[src/rtl/lic_scan_pkg.sv]
package lic_scan_pkg;
  localparam int unsigned ADDR_W   = 4;
  localparam int unsigned A_CONF   = 0;
  localparam int unsigned A_DIRL   = 1;
  localparam int unsigned A_DIRH   = 2;
  localparam int unsigned A_DATA0  = 3;
  localparam int unsigned STA_BIT  = 4;
  localparam int unsigned SRST_BIT = 7;
  localparam logic [7:0]  CONF_RST = 8'h3F;
endpackage

[src/rtl/lic_scan_sync.sv]
module lic_scan_sync #(
  parameter int unsigned W = 12
) (
  input  logic         clk,
  input  logic         rst_n,
  input  logic [W-1:0] d,
  output logic [W-1:0] q
);
  logic [W-1:0] meta_q;

  always_ff @(posedge clk or negedge rst_n) begin
    if (!rst_n) begin
      meta_q <= '0;
      q      <= '0;
    end else begin
      meta_q <= d;
      q      <= meta_q;
    end
  end
endmodule

[src/rtl/lic_scan_timer.sv]
module lic_scan_timer #(
  parameter int unsigned NCH        = 4,
  parameter int unsigned SLOT_TICKS = 4,
  localparam int unsigned CH_W      = $clog2(NCH),
  localparam int unsigned PH_W      = $clog2(SLOT_TICKS)
) (
  input  logic            clk,
  input  logic            rst_n,
  input  logic            tick,
  input  logic            scan_en,
  output logic [CH_W-1:0] ch_o,
  output logic            active_o,
  output logic            capture_o
);
  logic [PH_W-1:0] ph_q, ph_d;
  logic [CH_W-1:0] ch_q, ch_d;
  logic            last_ph, last_ch;

  assign last_ph = (ph_q == PH_W'(SLOT_TICKS - 1));
  assign last_ch = (ch_q == CH_W'(NCH - 1));

  always_comb begin
    ph_d = ph_q;
    ch_d = ch_q;
    if (!scan_en) begin
      ph_d = '0;
      ch_d = '0;
    end else if (tick) begin
      if (last_ph) begin
        ph_d = '0;
        ch_d = last_ch ? '0 : ch_q + CH_W'(1);
      end else begin
        ph_d = ph_q + PH_W'(1);
      end
    end
  end

  always_ff @(posedge clk or negedge rst_n) begin
    if (!rst_n) begin
      ph_q <= '0;
      ch_q <= '0;
    end else begin
      ph_q <= ph_d;
      ch_q <= ch_d;
    end
  end

  assign ch_o      = ch_q;
  assign active_o  = scan_en && (ph_q != '0);
  assign capture_o = active_o && tick && last_ph;
endmodule

[src/rtl/lic_scan_regs.sv]
module lic_scan_regs
  import lic_scan_pkg::*;
#(
  parameter int unsigned NCH   = 4,
  parameter int unsigned PIN_W = 12,
  localparam int unsigned CH_W = $clog2(NCH),
  localparam int unsigned HI_W = PIN_W - 8
) (
  input  logic                       clk,
  input  logic                       rst_n,
  input  logic                       we,
  input  logic [ADDR_W-1:0]          addr,
  input  logic [7:0]                 wdata,
  output logic [7:0]                 rdata,
  input  logic [PIN_W-1:0]           io_sync,
  input  logic                       capture,
  input  logic [CH_W-1:0]            cap_ch,
  output logic                       sta_o,
  output logic [PIN_W-1:0]           dir_o,
  output logic [NCH-1:0][PIN_W-1:0]  data_o
);
  logic [6:0]                      conf_q, conf_d;
  logic [PIN_W-1:0]                dir_q, dir_d;
  logic [NCH-1:0][PIN_W-1:0]       data_q, data_d;
  logic                            soft_rst;
  logic                            sta;

  assign sta      = conf_q[STA_BIT];
  assign soft_rst = we && (addr == ADDR_W'(A_CONF)) && wdata[SRST_BIT];

  always_comb begin
    logic hit_lo, hit_hi, take;
    conf_d = conf_q;
    dir_d  = dir_q;
    data_d = data_q;
    if (we && addr == ADDR_W'(A_CONF)) conf_d = wdata[6:0];
    if (we && addr == ADDR_W'(A_DIRL)) dir_d[7:0] = wdata;
    if (we && addr == ADDR_W'(A_DIRH)) dir_d[PIN_W-1:8] = wdata[HI_W-1:0];
    for (int n = 0; n < NCH; n++) begin
      hit_lo = we && (addr == ADDR_W'(A_DATA0 + 2*n));
      hit_hi = we && (addr == ADDR_W'(A_DATA0 + 2*n + 1));
      take   = sta ? (n == 0) : (capture && cap_ch == CH_W'(n));
      if (take && !hit_lo && !hit_hi)
        data_d[n] = (data_q[n] & dir_q) | (io_sync & ~dir_q);
      if (hit_lo) data_d[n][7:0] = wdata;
      if (hit_hi) data_d[n][PIN_W-1:8] = wdata[HI_W-1:0];
    end
    if (soft_rst) begin
      conf_d = CONF_RST[6:0];
      dir_d  = '0;
      data_d = '0;
    end
  end

  always_ff @(posedge clk or negedge rst_n) begin
    if (!rst_n) begin
      conf_q <= CONF_RST[6:0];
      dir_q  <= '0;
      data_q <= '0;
    end else begin
      conf_q <= conf_d;
      dir_q  <= dir_d;
      data_q <= data_d;
    end
  end

  always_comb begin
    rdata = 8'h00;
    if (addr == ADDR_W'(A_CONF)) rdata = {1'b0, conf_q};
    if (addr == ADDR_W'(A_DIRL)) rdata = dir_q[7:0];
    if (addr == ADDR_W'(A_DIRH)) rdata = 8'(dir_q[PIN_W-1:8]);
    for (int n = 0; n < NCH; n++) begin
      if (addr == ADDR_W'(A_DATA0 + 2*n))     rdata = data_q[n][7:0];
      if (addr == ADDR_W'(A_DATA0 + 2*n + 1)) rdata = 8'(data_q[n][PIN_W-1:8]);
    end
  end

  assign sta_o  = sta;
  assign dir_o  = dir_q;
  assign data_o = data_q;
endmodule

[src/rtl/lic_scan_pinmux.sv]
module lic_scan_pinmux #(
  parameter int unsigned NCH   = 4,
  parameter int unsigned PIN_W = 12,
  localparam int unsigned CH_W = $clog2(NCH)
) (
  input  logic                      sta,
  input  logic                      active,
  input  logic [CH_W-1:0]           ch,
  input  logic [PIN_W-1:0]          dir,
  input  logic [NCH-1:0][PIN_W-1:0] data,
  output logic [PIN_W-1:0]          io_out,
  output logic [PIN_W-1:0]          io_oe,
  output logic [NCH-1:0]            cs_n_o,
  output logic [NCH-1:0]            cs_oe
);
  logic [NCH-1:0] sel;

  for (genvar g = 0; g < NCH; g++) begin : g_dec
    assign sel[g] = !sta && active && (ch == CH_W'(g));
  end

  always_comb begin
    cs_n_o = ~sel;
    cs_oe  = sta ? '0 : '1;
    io_out = '0;
    io_oe  = '0;
    if (sta) begin
      io_out = data[0];
      io_oe  = dir;
    end else if (active) begin
      io_out = data[ch];
      io_oe  = dir;
    end
  end
endmodule

[src/rtl/lic_scan_port.sv]
module lic_scan_port
  import lic_scan_pkg::*;
#(
  parameter int unsigned NCH        = 4,
  parameter int unsigned PIN_W      = 12,
  parameter int unsigned SLOT_TICKS = 4
) (
  input  logic              clk,
  input  logic              rst_n,
  input  logic              tick,
  input  logic              reg_we,
  input  logic [ADDR_W-1:0] reg_addr,
  input  logic [7:0]        reg_wdata,
  output logic [7:0]        reg_rdata,
  input  logic [PIN_W-1:0]  io_in,
  output logic [PIN_W-1:0]  io_out,
  output logic [PIN_W-1:0]  io_oe,
  output logic [NCH-1:0]    cs_n_o,
  output logic [NCH-1:0]    cs_oe
);
  localparam int unsigned CH_W = $clog2(NCH);

  logic [1:0]                rs_q;
  logic                      rst_i_n;
  logic [PIN_W-1:0]          io_sync;
  logic                      sta, active, capture;
  logic [CH_W-1:0]           ch;
  logic [PIN_W-1:0]          dir;
  logic [NCH-1:0][PIN_W-1:0] data;

  always_ff @(posedge clk or negedge rst_n) begin
    if (!rst_n) rs_q <= 2'b00;
    else        rs_q <= {rs_q[0], 1'b1};
  end
  assign rst_i_n = rs_q[1];

  lic_scan_sync #(.W(PIN_W)) u_sync (
    .clk(clk), .rst_n(rst_i_n), .d(io_in), .q(io_sync)
  );

  lic_scan_timer #(.NCH(NCH), .SLOT_TICKS(SLOT_TICKS)) u_timer (
    .clk(clk), .rst_n(rst_i_n), .tick(tick), .scan_en(!sta),
    .ch_o(ch), .active_o(active), .capture_o(capture)
  );

  lic_scan_regs #(.NCH(NCH), .PIN_W(PIN_W)) u_regs (
    .clk(clk), .rst_n(rst_i_n), .we(reg_we), .addr(reg_addr),
    .wdata(reg_wdata), .rdata(reg_rdata), .io_sync(io_sync),
    .capture(capture), .cap_ch(ch), .sta_o(sta), .dir_o(dir), .data_o(data)
  );

  lic_scan_pinmux #(.NCH(NCH), .PIN_W(PIN_W)) u_mux (
    .sta(sta), .active(active), .ch(ch), .dir(dir), .data(data),
    .io_out(io_out), .io_oe(io_oe), .cs_n_o(cs_n_o), .cs_oe(cs_oe)
  );
endmodule

[config.mk]
export PLATFORM = sky130hd
export DESIGN_NAME = lic_scan_port
export DESIGN_NICKNAME = d
export VERILOG_FILES = /design/src/rtl/lic_scan_pkg.sv /design/src/rtl/lic_scan_sync.sv /design/src/rtl/lic_scan_timer.sv /design/src/rtl/lic_scan_regs.sv /design/src/rtl/lic_scan_pinmux.sv /design/src/rtl/lic_scan_port.sv
export SDC_FILE = /design/constraint.sdc
export NUM_CORES = 1
export LEC_CHECK = 0
export ABC_CLOCK_PERIOD_IN_PS = 2800
export BUFFER_PORTS_ARGS = -buffer_cell sky130_fd_sc_hd__buf_4
export CAP_MARGIN = 20
export CORE_UTILIZATION = 28
export DETAILED_ROUTE_END_ITERATION = 8
export PLACE_DENSITY = 0.43
export SYNTH_ARGS = -nofsm -noshare
export SYNTH_HDL_FRONTEND = slang
export SYNTH_SLANG_ARGS = --single-unit
[constraint.sdc]
create_clock -name clk -period 2.8 [get_ports clk]
set_clock_uncertainty 0.2 [all_clocks]
set_input_delay 0.56 -clock clk [delete_from_list [all_inputs] [get_ports clk]]
set_output_delay 0.56 -clock clk [all_outputs]
set_load 0.01 [all_outputs]
==> After elaboration in Yosys (flattened, before gate mapping) <==
Cells that the tools add are included.
{ "classes": {"reduce_logical": 58, "shift": 0, "n_mux": 47, "n_eq_ne": 14, "magnitude_cmp": 1, "div": 0, "addsub": 2, "bitwise": 11, "mul": 0} }
{ "ops": {"columns": ["operator", "count"], "rows": [
  ["12-bit two-way mux", 10],
  ["8-bit two-way mux", 15],
  ["12-bit AND", 5],
  ["48-bit two-way mux", 1],
  ["12-bit bitwise OR", 4],
  ["1-bit logical AND", 32],
  ["12-bit binary-select mux with 2-bit select", 1],
  ["4-bit two-way mux", 6],
  ["3-bit nonzero test", 8],
  ["7-bit two-way mux", 3],
  ["4-bit by 3-bit == test with 1-bit output, second input constant", 4],
  ["2-bit two-way mux", 7],
  ["4-bit == test, second input constant", 3],
  ["12-bit NOT", 1],
  ["2-bit nonzero test", 6],
  ["1-bit logical NOT", 9],
  ["4-bit by 2-bit == test with 1-bit output, second input constant", 2],
  ["2-bit == test, second input constant", 3],
  ["2-bit by 1-bit adder with 2-bit output, second input constant", 2],
  ["4-bit by 1-bit == test with 1-bit output, second input constant", 1],
  ["4-bit logical NOT", 1],
  ["1-bit two-way mux", 4],
  ["4-bit NOT", 1],
  ["2-bit by 3-bit less-than comparator with 1-bit output, second input constant", 1],
  ["3 further kinds", 3]
]} }
{ "totals": {"register_bits": 97, "ramBits": 0, "latch_bits": 0, "inputBits": 28, "rom_bits": 0, "out_inout_bits": 40, "n_memories": 0} }

==> Longest topological paths before layout <==
Gate-level depths: netlist of the first run.
{ "depth": {"depth_word": 12, "depth_mapped": 9, "ltp_nobuf": 6} }

==> By module <==
Synthesis of the first run repeated with hierarchy kept, for this count alone.
{ "hier_totals": {"hier_cells": 635, "hier_area_um2": 6179.7} }
{ "by_module_without_submodules": {"columns": ["module", "cells_each", "instances", "seq_area_each_um2", "area_each_um2"], "rows": [
  ["lic_scan_regs", 503, 1, 1684.1, 4664.5],
  ["lic_scan_pinmux", 82, 1, 0.0, 604.3],
  ["lic_scan_sync", 24, 1, 600.6, 600.6],
  ["lic_scan_timer", 22, 1, 100.1, 252.7],
  ["lic_scan_port", 4, 1, 50.0, 57.6]
]} }

==> Worst setup path before layout of the first run <==
Ideal clock, no wire load.
{ "synth_path": {"path_kind": "input-to-output", "from": "in reg_addr[2]", "to": "out reg_rdata[3]", "n_path_buf": 3, "required_ns": 2.040, "path_stages": 7, "path_slack_ns": 0.078, "arrival_time_ns": 1.962, "cell_sequence": "buf_2 buf_2 buf_1 nand3b_1 a21boi_0 nor2_1 a211oi_1"} }
{ "synth_via": {"elab_chain_len": 12, "word_cells_on_any_way": 22} }
{ "synth_rtl": {"columns": ["item", "line", "source"], "rows": [
  ["from (decl)", "lic_scan_port.sv:12", "input logic [ADDR_W-1:0] reg_addr,"],
  ["4-bit logical NOT", "lic_scan_regs.sv:69", "if (addr == ADDR_W'(A_CONF)) rdata = {1'b0, conf_q};"],
  ["7-bit two-way mux", "lic_scan_regs.sv:69", null],
  ["8-bit two-way mux", "lic_scan_regs.sv:70", "if (addr == ADDR_W'(A_DIRL)) rdata = dir_q[7:0];"],
  ["8-bit two-way mux", "lic_scan_regs.sv:71", "if (addr == ADDR_W'(A_DIRH)) rdata = 8'(dir_q[PIN_W-1:8]);"],
  ["8-bit two-way mux", "lic_scan_regs.sv:73", "if (addr == ADDR_W'(A_DATA0 + 2*n)) rdata = data_q[n][7:0];"],
  ["8-bit two-way mux", "lic_scan_regs.sv:74", "if (addr == ADDR_W'(A_DATA0 + 2*n + 1)) rdata = 8'(data_q[n][PIN_W-1:8]);"],
  ["8-bit two-way mux", "lic_scan_regs.sv:73", null],
  ["8-bit two-way mux", "lic_scan_regs.sv:74", null],
  ["8-bit two-way mux", "lic_scan_regs.sv:73", null],
  ["8-bit two-way mux", "lic_scan_regs.sv:74", null],
  ["8-bit two-way mux", "lic_scan_regs.sv:73", null],
  ["8-bit two-way mux *", "lic_scan_regs.sv:74", null],
  ["to (decl)", "lic_scan_port.sv:14", "output logic [7:0] reg_rdata,"]
]} }
Every way passes the cells marked *; elsewhere a longest branch is shown, timed or not.

==> Worst setup path after layout of the first run <==
{ "layout_path": {"from": "reg u_regs.dir_q[11], in the netlist u_regs.dir_o[11]", "to": "out reg_rdata[3]"} }
{ "layout_via": {"elab_chain_len": 9} }
{ "layout_rtl": {"columns": ["item", "line", "source"], "rows": [
  ["from (decl)", "lic_scan_regs.sv:23", "logic [PIN_W-1:0] dir_q, dir_d;"],
  ["from (signal assigned)", "lic_scan_regs.sv:62", "dir_q <= dir_d;"],
  ["8-bit two-way mux", "lic_scan_regs.sv:71", null],
  ["8-bit two-way mux", "lic_scan_regs.sv:73", null],
  ["8-bit two-way mux", "lic_scan_regs.sv:74", null],
  ["8-bit two-way mux", "lic_scan_regs.sv:73", null],
  ["8-bit two-way mux", "lic_scan_regs.sv:74", null],
  ["8-bit two-way mux", "lic_scan_regs.sv:73", null],
  ["8-bit two-way mux", "lic_scan_regs.sv:74", null],
  ["8-bit two-way mux", "lic_scan_regs.sv:73", null],
  ["8-bit two-way mux", "lic_scan_regs.sv:74", null]
]} }
No other way between the ends.

==> impl_metrics.toml, run 1 <==
[synth]
ys_types = 62
async_flop_share_pct = 100
yosysWarningCount = 0
ys_seq_elements = 97
synth_top_family_by_area = "compound AO/OA/AOI/OAI gates"
synth_edf_count = 0
synth-simple-area-share_pct = 14.1
syn_nets = 675
yosysTopAreaCell = "dfrtp_1"
netlist_area_mm2 = 0.00613
synthAdderAreaFrac_pct = 1.22
synth_compound_area_share_pct = 25.8
synth_mux_area_share_pct = 12.3
yosysSeqAreaShare_pct = 39.7
yosysMostFrequentCell = "dfrtp_1"
synth_xor_xnor_area_share_pct = 0.286
yosys.area.top_type_share_pct = 37.1
synth_area_leaders = "dfrtp_1 (37%), mux4_2 (5.9%), a21oi_1 (5.2%)"
syn_inst = 641
synth_ff_type = "dfrtp_1"
netlist_top_cells_count = "dfrtp_1 (91), a21oi_1 (64), o21ai_0 (51)"
avgSynthCellArea_um2 = 9.56

[cells_and_area]
drive_gt1_share_pct = 27.2
final_util_pct = 35.6
final_nets = 750
area_delta_synth_final_pct = 23.2
antenna_cells = 0
fin_area_mm2 = 0.00755
fillers = 2159

[sta]
setup_violations = 0
timing.hold.ws_ps = 105
relSlewSlack_pct = 49.7
tightest_slew_ps = 755
finalMaxSlewViolations = 0
grt_setup_unrepaired = "true"
fmax_mhz = 367
finalHoldViolations = 0
period_needed_ps = 2720
setup_ws_ps = 76.7
fin_crit_sh_pct = 97.3

[global_route]
grt_max_degree = 50
antenna_found_initial = 0
grt_pass1_vias = 5683
track_usage_pct = 21.5
grt_use_met3_pct = 3.81
grt_util_met2_pct = 33.5
met1_usage_pct = 29.5
top_usage_layer = "met2"
grt-ovfl-total = 0
grt_pass1_wl_mm = 35.4

[clock_tree]
cts_setup_buffers = 0
root_buffer = "clkbuf_16"
htreeDepth = 3
cts_tree = "built"
numCtsBuffers = 9
cts_buffer_depth = 2
clkLatencyLatePin_ps = 350
clk_pin_slew_ps = 80
cts.sinks = 97

[worst_setup_path]
cp_slowest_stage_delay_ps = 480
slowest_stage = "mux4_2"
path_delay_family = "multiplexers"
cp_cell_sequence = "or2_2, mux4_2, a211oi_2, a211oi_1, buf_4"
cp-start-kind = "flop"
crit_buf_inv = 1
end_kind = "output port"
required_ps = 2040
criticalPathCategory = "reg -> out"
cp_max_fo = 2
timing.reg2reg.setup_slack_ps = 230
cp.arrival_ps = 1960

[route]
dr.pass1.iters = 5
avgViaCountPerCell = 5.63
drt-initial-drc-count = 489
vias = 5601
post_drt_wl_per_cell_um = 23.2
ant_nets = 0
drc = 0
wirelength_mm = 23.1

[place]
dp_slack_ps = -223
placed_area_mm2 = 0.00721
portBuffers = 67
hpwl_mm = 16.8
gp_congestion = 0.919

[die]
rows = 53
die_w_um = 150
dieArea_mm2 = 0.0225
top_level_ports = 68
core_mm2 = 0.0212
initial_core_util_pct = 28.9
die_y_um = 150

[pwr]
p_leak_nw = 3.00
finalPower_mw = 4.90
power_density_mw_per_mm2 = 649
ir_drop_v = 0.000266

[run]
timing.max_cap.violations = 0

[hold_path]
hp-class = "in -> reg"

[status]
status = "finished clean"
==> area by class of cell <==
class	count	area, um^2	share of cell area, %
clock inverter	4	52.6	0.696
sequential	97	2440	32.3
inverter	27	101	1.34
clock buffer	11	243	3.21
tap	275	344	4.56
multi-input combinational	454	3320	43.9
timing repair buffer	127	1060	14.0
==> repair_timing <==
item / 4_1_cts / 5_1_grt
pin swaps: 0 / 1
endpoints found under the hold margin: 2 / 0
endpoints found under the setup margin: 4 / 8
hold buffers: 1 / 0
resized for setup: 2 / 8
==> placed cells by master (no fill, tap or decap), drive strengths merged, types with 14 or more instances in the layout <==
cell	n
a311o	14
mux4	16
nand2	47
mux2i	29
buf	126
nor3	16
nor2	29
nand3	30
dfrtp	91
inv	28
o21ai	51
a2111oi	20
a21oi	64
==> power by group <==
part / internal (mW) / leakage [nW] / total (mW) / switching [mW]
registers: 1.68 / 1.16 / 2.01 / 0.330
logic: 0.780 / 1.70 / 1.58 / 0.801
clock network: 0.718 / 0.146 / 1.31 / 0.590
total: 3.18 / 3.00 / 4.90 / 1.72
==> metrics by stage <==
stage	setup TNS (ps)	instances
2_1_floorplan	0	641
3_3_place_gp	-337	979
3_5_place_dp	-223	979
4_1_cts	0	995
5_1_grt	-1.99	995
6_report	0	995
==> cells by family (layout without fill, tap and decap cells) <==
group	after synthesis	after routing
AO/OA/AOI/OAI	223	223
XOR/XNOR	2	2
adder cells (fa/ha/maj)	6	6
buffers and inverters	90	169
flip-flops	97	97
multiplexers	54	54
other	1	1
AND/OR/NAND/NOR	168	168
==> sequential cells by signal (all words and copies together) (netlist names) <==
signal         cells
u_regs.data_o     48
u_regs.dir_o      12
u_sync.meta_q     12
u_sync.q          12
u_regs.conf_q      7
rs_q               2
u_timer.ch_o       2
u_timer.ph_q       2
==> path summary, 6_finish.rpt <==
check                                                end                    startpoint  depth (start not counted)
setup / recovery                            reg_rdata[3]  u_regs.dir_o[11]$_DFFE_PN0P_                          5
hold / removal               u_sync.meta_q[11]$_DFF_PN0_                     io_in[11]                          1
setup reg to reg           u_regs.data_o[33]$_DFFE_PN0P_   u_timer.ch_o[0]$_DFFE_PN0P_                          6
hold reg to reg                    u_sync.q[8]$_DFF_PN0_    u_sync.meta_q[8]$_DFF_PN0_                          0
max in group asynchronous   u_regs.conf_q[2]$_DFFE_PN1P_             rs_q[1]$_DFF_PN0_                          1
min in group asynchronous    u_sync.meta_q[10]$_DFF_PN0_             rs_q[1]$_DFF_PN0_                          0
==> routing by layer <==
| layer | wire length, um | up-vias |
|---|---|---|
| met4 | 637 | 0 |
| met1 | 10200 | 2806 |
| met3 | 1560 | 35 |
| met2 | 10700 | 212 |
| met5 | 0 | - |
| li1 | - | 2548 |
No activity file was read; power rests on OpenSTA's default activity.
==> run 2: changes to the inputs <==
- SYNTH_HIERARCHICAL: not set -> 1
==> run 2 against run 1 <==
Net effect:
- cell count fell by 0.20%
- combinational power down 7%
- register-to-register slack improved by 60 ps
- first-iteration DRC count rose by 7.2%
- sequential power increased by 5%
- via count down 0.79%
- clock-buffer cell count down 1
- largest power group unchanged
- die area increased by 0.79%
- synthesized cell count shrank 0.94%
- critical path type is now in -> out
- critical path depth rose by 1
==> impl_metrics.toml, run 2 <==
[route]
wirelength_mm = 22.0
dr.pass1.iters = 5
avgViaCountPerCell = 5.60
vias = 5557
ant_nets = 0
post_drt_wl_per_cell_um = 22.2
drc = 0
drt-initial-drc-count = 524

[synth]
yosys.area.top_type_share_pct = 36.8
async_flop_share_pct = 100
ys_seq_elements = 97
syn_nets = 666
synth_area_leaders = "dfrtp_1 (37%), mux2i_1 (7.3%), a21oi_1 (5.7%)"
yosysMostFrequentCell = "dfrtp_1"
yosysSeqAreaShare_pct = 39.4
netlist_top_cells_count = "dfrtp_1 (91), a21oi_1 (70), mux2i_1 (45)"
syn_inst = 635
yosysTopAreaCell = "dfrtp_1"
ys_types = 71
yosysWarningCount = 6
synth_edf_count = 0
avgSynthCellArea_um2 = 9.73
synth_ff_type = "dfrtp_1"
netlist_area_mm2 = 0.00618

[sta]
finalMaxSlewViolations = 0
setup_violations = 0
finalHoldViolations = 0
tightest_slew_ps = 524
period_needed_ps = 2700
fmax_mhz = 371
timing.hold.ws_ps = 86.2
totalNegativeSetupSlack_ps = 0
fin_crit_sh_pct = 96.4
relSlewSlack_pct = 64.2

[status]
status = "finished clean"

[worst_setup_path]
critPathCapture = "reg_rdata[2]"
crit_buf_inv = 2
rr_endpoint = "u_regs/data_o[19]$_DFFE_PN0P_"
crit_path_start = "reg_addr[2]"
end_kind = "output port"
required_ps = 2040
timing.rr.start = "u_timer/ph_q[0]$_DFFE_PN0P_"
timing.reg2reg.setup_slack_ps = 290
cp.arrival_ps = 1940
path_depth = 6
criticalPathCategory = "in -> out"
crit_top_cell = "buf_4"
cp-start-kind = "input port"
cp_slowest_stage_delay_ps = 470
slowest_stage = "nor2b_1"
path_delay_family = "compound AO/OA/AOI/OAI gates"
cp_cell_sequence = "buf_4, nor2b_1, o221ai_1, a32oi_1, o22ai_1, buf_4"
reg2reg_depth = 8
cp_max_fo = 7

[die]
initial_core_util_pct = 28.9
top_level_ports = 68
core_mm2 = 0.0214
die_y_um = 151
die_w_um = 151
rows = 53
dieArea_mm2 = 0.0227

[cells_and_area]
drive_gt1_share_pct = 29.1
area_delta_synth_final_pct = 21.0
final_nets = 744
final_common_cell = "buf_4"
instances_no_fill = 993
final_util_pct = 35.0
largest_reg_flops = 48
final_cell_mix = "buf_4 (116), dfrtp_1 (90), a21oi_1 (70), mux2i_1 (45), nor2_1 (38)"
antenna_cells = 0
fillers = 2201

[global_route]
grt_pass1_vias = 5332
grt_pass1_wl_mm = 33.5
track_usage_pct = 20.2
antenna_found_initial = 0
grt-ovfl-total = 0
grt_max_degree = 63

[pwr]
finalPower_mw = 4.81
p_leak_nw = 3.04
ir_drop_v = 0.000285
power_density_mw_per_mm2 = 644

[place]
dpl.cell_count = 971
hpwl_mm = 16.6
gp_congestion = 0.961
portBuffers = 67

[clock_tree]
clk_pin_slew_ps = 70
cts_buffer_depth = 2
numCtsBuffers = 9
cts_tree = "built"
cts.sinks = 97
htreeDepth = 3
root_buffer = "clkbuf_16"
clkLatencyLatePin_ps = 360

[hold_path]
hp-class = "reg -> async"

[run]
timing.max_cap.violations = 0
[run 2: cell types whose count changed after synthesis, moves of 13 or more]
cell / change
a211oi_1: +38
nand4_1: +13
clkbuf_1: -16
nand2_1: -18
a311o_1: -14
mux2i_1: +16
nand3_1: -16
o21ai_0: -20
a211oi_2: +17
mux4_2: -15
inv_1: -21
nor2b_1: +25
[run 2: final cells by class]
class	instances	area, um^2	share of cell area, %
Multi-Input combinational cell	474	3410	45.6
Sequential cell	97	2440	32.6
Timing Repair Buffer	124	977	13.1
Tap cell	275	344	4.60
Clock buffer	10	239	3.20
Clock inverter	6	46.3	0.619
Inverter	7	26.3	0.351
[run 2: kinds of logic after synthesis]
| group | count (synthesis) | share of synthesized area (%) |
|---|---|---|
| compound gates | 231 | 27.3 |
| mux | 62 | 10.6 |
| fa+ha+maj | 3 | 0.607 |
| flops | 97 | 39.4 |
| other cells | 1 | 0.0607 |
| simple gates | 177 | 16.0 |
| buf+inv | 64 | 6.07 |
[run 2: what timing repair did]
item                                   in CTS  in global routing
endpoints found under the hold margin       2                  0
gates resized for setup                     7                  8
pin swaps                                   1                  1
cloned                                      1                  0
setup buffers                               2                  2
hold buffers                                1                  0
setup endpoints to repair                  14                 15
[run 2: worst min-delay path by stage]
| stage | endpoint | slack [ps] | depth (start not counted) |
|---|---|---|---|
| floorplan | rs_q[0]$_DFF_PN0_ | 60 | 0 |
| global placement | u_sync/meta_q[8]$_DFF_PN0_ | 100 | 0 |
| detailed placement | u_sync/meta_q[8]$_DFF_PN0_ | 110 | 0 |
| CTS | u_sync/meta_q[2]$_DFF_PN0_ | 90 | 1 |
| global route | u_sync/meta_q[7]$_DFF_PN0_ | 90 | 1 |
| finish | u_sync/meta_q[8]$_DFF_PN0_ | 90 | 0 |
[run 2: report_power, final]
group | internal [mW] | total (mW) | switching (mW)
Clock | 0.636 | 1.23 | 0.597
Sequential | 1.70 | 2.11 | 0.416
Combinational | 0.719 | 1.47 | 0.749
Total | 3.05 | 4.81 | 1.76
[run 2: layer usage]
metal | part of all wire (%) | track usage (%) | wire (um) | up-vias
li1 | - | - | - | 2546
met1 | 47 | 29.2 | 10400 | 2762
met2 | 43 | 29.3 | 9470 | 220
met3 | 6.7 | 3.27 | 1470 | 29
met4 | 2.9 | 8.28 | 628 | 0
met5 | 0 | 0 | 0 | -
[run 2: worst register-to-register path, delay by kind of cell (launching register included)]
family,cells,cell delay (ps)
buf+inv,1,50
fa+ha+maj,1,160
compound gates,2,480
simple gates,4,1160
flops,1,350
[run 2: through the flow]
stage | instance area (um^2) | setup WS (ps)
4_1_cts | 7430 | 25.2
3_3_place_gp | 7090 | 64.7
6_report | 7480 | 101
2_1_floorplan | 6180 | 330
5_1_grt | 7480 | -8.88
3_5_place_dp | 7090 | 118
==> run 3: changes to the inputs <==
- ABC_AREA: not set -> 1
- SLEW_MARGIN: not set -> 20
==> run 3 against run 2 <==
Net effect:
- maximum frequency rose by 3.2%
- non-clock buffer count shrank 29
- sequential cell count did not move
- critical path depth grew 4
- total power grew 1.4%
- setup slack improved by 83 ps
- sequential power is essentially flat
- clock power grew 12%
- critical endpoint is now io_out[1]
- largest cell class unchanged
==> impl_metrics.toml, run 3 <==
[status]
status = "finished clean"

[global_route]
grt_pass1_vias = 5204
grt_pass1_wl_mm = 31.5
grt-ovfl-total = 0
grt_max_degree = 41
antenna_found_initial = 0
track_usage_pct = 19.4

[synth]
synth_edf_count = 0
yosysWarningCount = 6
avgSynthCellArea_um2 = 7.49
synth_area_leaders = "dfrtp_1 (39%), nand2_1 (10%), inv_1 (8.0%)"
yosysTopAreaCell = "dfrtp_1"
synth_ff_type = "dfrtp_1"
async_flop_share_pct = 100
netlist_top_cells_count = "nand2_1 (159), inv_1 (125), dfrtp_1 (91)"
yosys.area.top_type_share_pct = 38.7
ys_types = 32
ys_seq_elements = 97
netlist_area_mm2 = 0.00588
yosysSeqAreaShare_pct = 41.4
syn_inst = 785
yosysMostFrequentCell = "nand2_1"
syn_nets = 816

[pwr]
finalPower_mw = 4.88
ir_drop_v = 0.000293
power_density_mw_per_mm2 = 688
p_leak_nw = 3.38

[sta]
fin_crit_sh_pct = 93.4
finalHoldViolations = 0
relSlewSlack_pct = 59.9
tightest_slew_ps = 597
totalNegativeSetupSlack_ps = 0
period_needed_ps = 2620
setup_violations = 0
fmax_mhz = 382
timing.hold.ws_ps = 108
grt_setup_unrepaired = "false"
finalMaxSlewViolations = 0

[route]
dr.pass1.iters = 5
avgViaCountPerCell = 4.80
post_drt_wl_per_cell_um = 17.7
vias = 5467
drt-initial-drc-count = 493
drc = 0
wirelength_mm = 20.2
ant_nets = 0

[worst_setup_path]
cp_max_fo = 12
path_delay_family = "simple AND/OR/NAND/NOR gates"
cp-start-kind = "flop"
end_kind = "output port"
crit_buf_inv = 3
cp_slowest_stage_delay_ps = 370
slowest_stage = "dfrtp_1"
cp.arrival_ps = 1860
cp_cell_sequence = "inv_1, ha_1, nor2_2, inv_1, nor2_4, nand2_2, nand2_4, nand2_1, nand2_1, buf_4"
required_ps = 2040
criticalPathCategory = "reg -> out"

[hold_path]
hp-class = "in -> reg"

[cells_and_area]
area_delta_synth_final_pct = 20.6
drive_gt1_share_pct = 19.8
final_common_cell = "nand2_1"
antenna_cells = 0
final_util_pct = 34.7
instances_no_fill = 1139
largest_reg_flops = 48
final_nets = 895
final_cell_mix = "nand2_1 (159), inv_1 (124), buf_4 (92), dfrtp_1 (90), nand3_1 (72)"

[die]
initial_core_util_pct = 28.8
top_level_ports = 68
die_y_um = 147
die_w_um = 147
rows = 52
core_mm2 = 0.0204
dieArea_mm2 = 0.0216

[place]
hpwl_mm = 15.7
portBuffers = 67
dpl.cell_count = 1122
gp_congestion = 0.905

[run]
timing.max_cap.violations = 0

[clock_tree]
htreeDepth = 3
clkLatencyLatePin_ps = 350
clk_pin_slew_ps = 70
numCtsBuffers = 9
root_buffer = "clkbuf_16"
cts_tree = "built"
cts_buffer_depth = 2
cts.sinks = 97
==> run 3: cell types whose count changed in the layout (fill, tap and decap cells not counted), moves of 24 or more <==
cell	delta
nand3_1	+58
nor2b_1	-32
inv_1	+118
a21oi_1	-35
o211ai_1	+32
nand2_1	+130
o21ai_1	+52
mux2i_1	-45
buf_4	-24
a211oi_1	-36
==> run 3: repair_timing <==
item / 4_1_cts / 5_1_grt
endpoints found under the hold margin: 2 / 0
endpoints found under the setup margin: 0 / 12
buffers inserted: 0 / 0
gates resized for setup: 0 / 4
hold buffers: 1 / 0
==> run 3: cell type report <==
cell class              count  area, um^2
clock buffers              11         243
clock inverters             5        78.8
fillers                  2214       13300
inverters                 136         510
multi-input cells         525        2750
flip-flops and latches     97        2440
well taps                 270         338
repair buffers             95         732
==> run 3: cells by family (layout without fill, tap and decap cells) <==
family,count (synthesis),after routing,share of synthesized area (%)
flops,97,97,41.4
fa+ha+maj,3,3,0.638
compound gates,187,187,19.1
buf+inv,163,247,11.9
other cells,1,1,0.0638
simple gates,334,334,26.9
==> run 3: metal layers <==
layer	part of all wire (%)	GRT usage [%]
met2	43	29.4
met5	0	0
met4	0.89	4.43
met3	5.4	2.80
met1	51	29.0
==> run 3: path summary, 6_finish.rpt <==
check | slack (ps) | from | depth (start not counted) | end
setup / recovery | 180 | u_timer/ph_q[0]$_DFFE_PN0P_ | 10 | io_out[1]
hold / removal | 110 | io_in[4] | 1 | u_sync/meta_q[4]$_DFF_PN0_
setup reg to reg | 320 | u_timer/ph_q[0]$_DFFE_PN0P_ | 9 | u_regs/data_o[13]$_DFFE_PN0P_
hold reg to reg | 130 | rs_q[1]$_DFF_PN0_ | 0 | u_regs/dir_o[10]$_DFFE_PN0P_
max in group asynchronous | 1580 | rs_q[1]$_DFF_PN0_ | 1 | u_regs/conf_q[4]$_DFFE_PN1P_
min in group asynchronous | 130 | rs_q[1]$_DFF_PN0_ | 0 | u_regs/dir_o[10]$_DFFE_PN0P_
==> run 3: power breakdown <==
group	internal, mW	total [mW]	switching (mW)
Sequential	1.72	2.14	0.417
Combinational	0.538	1.36	0.821
Clock	0.809	1.38	0.573
Total	3.07	4.88	1.81
==> run 3: metrics by stage <==
| stage | worst slack (ps) | cell area (um^2) |
|---|---|---|
| final | 184 | 7090 |
| after CTS | 46.7 | 7080 |
| after global routing | 18.9 | 7090 |
| after detailed placement | 229 | 6750 |
| after global placement | 237 | 6750 |
| after floorplan | 550 | 5880 |
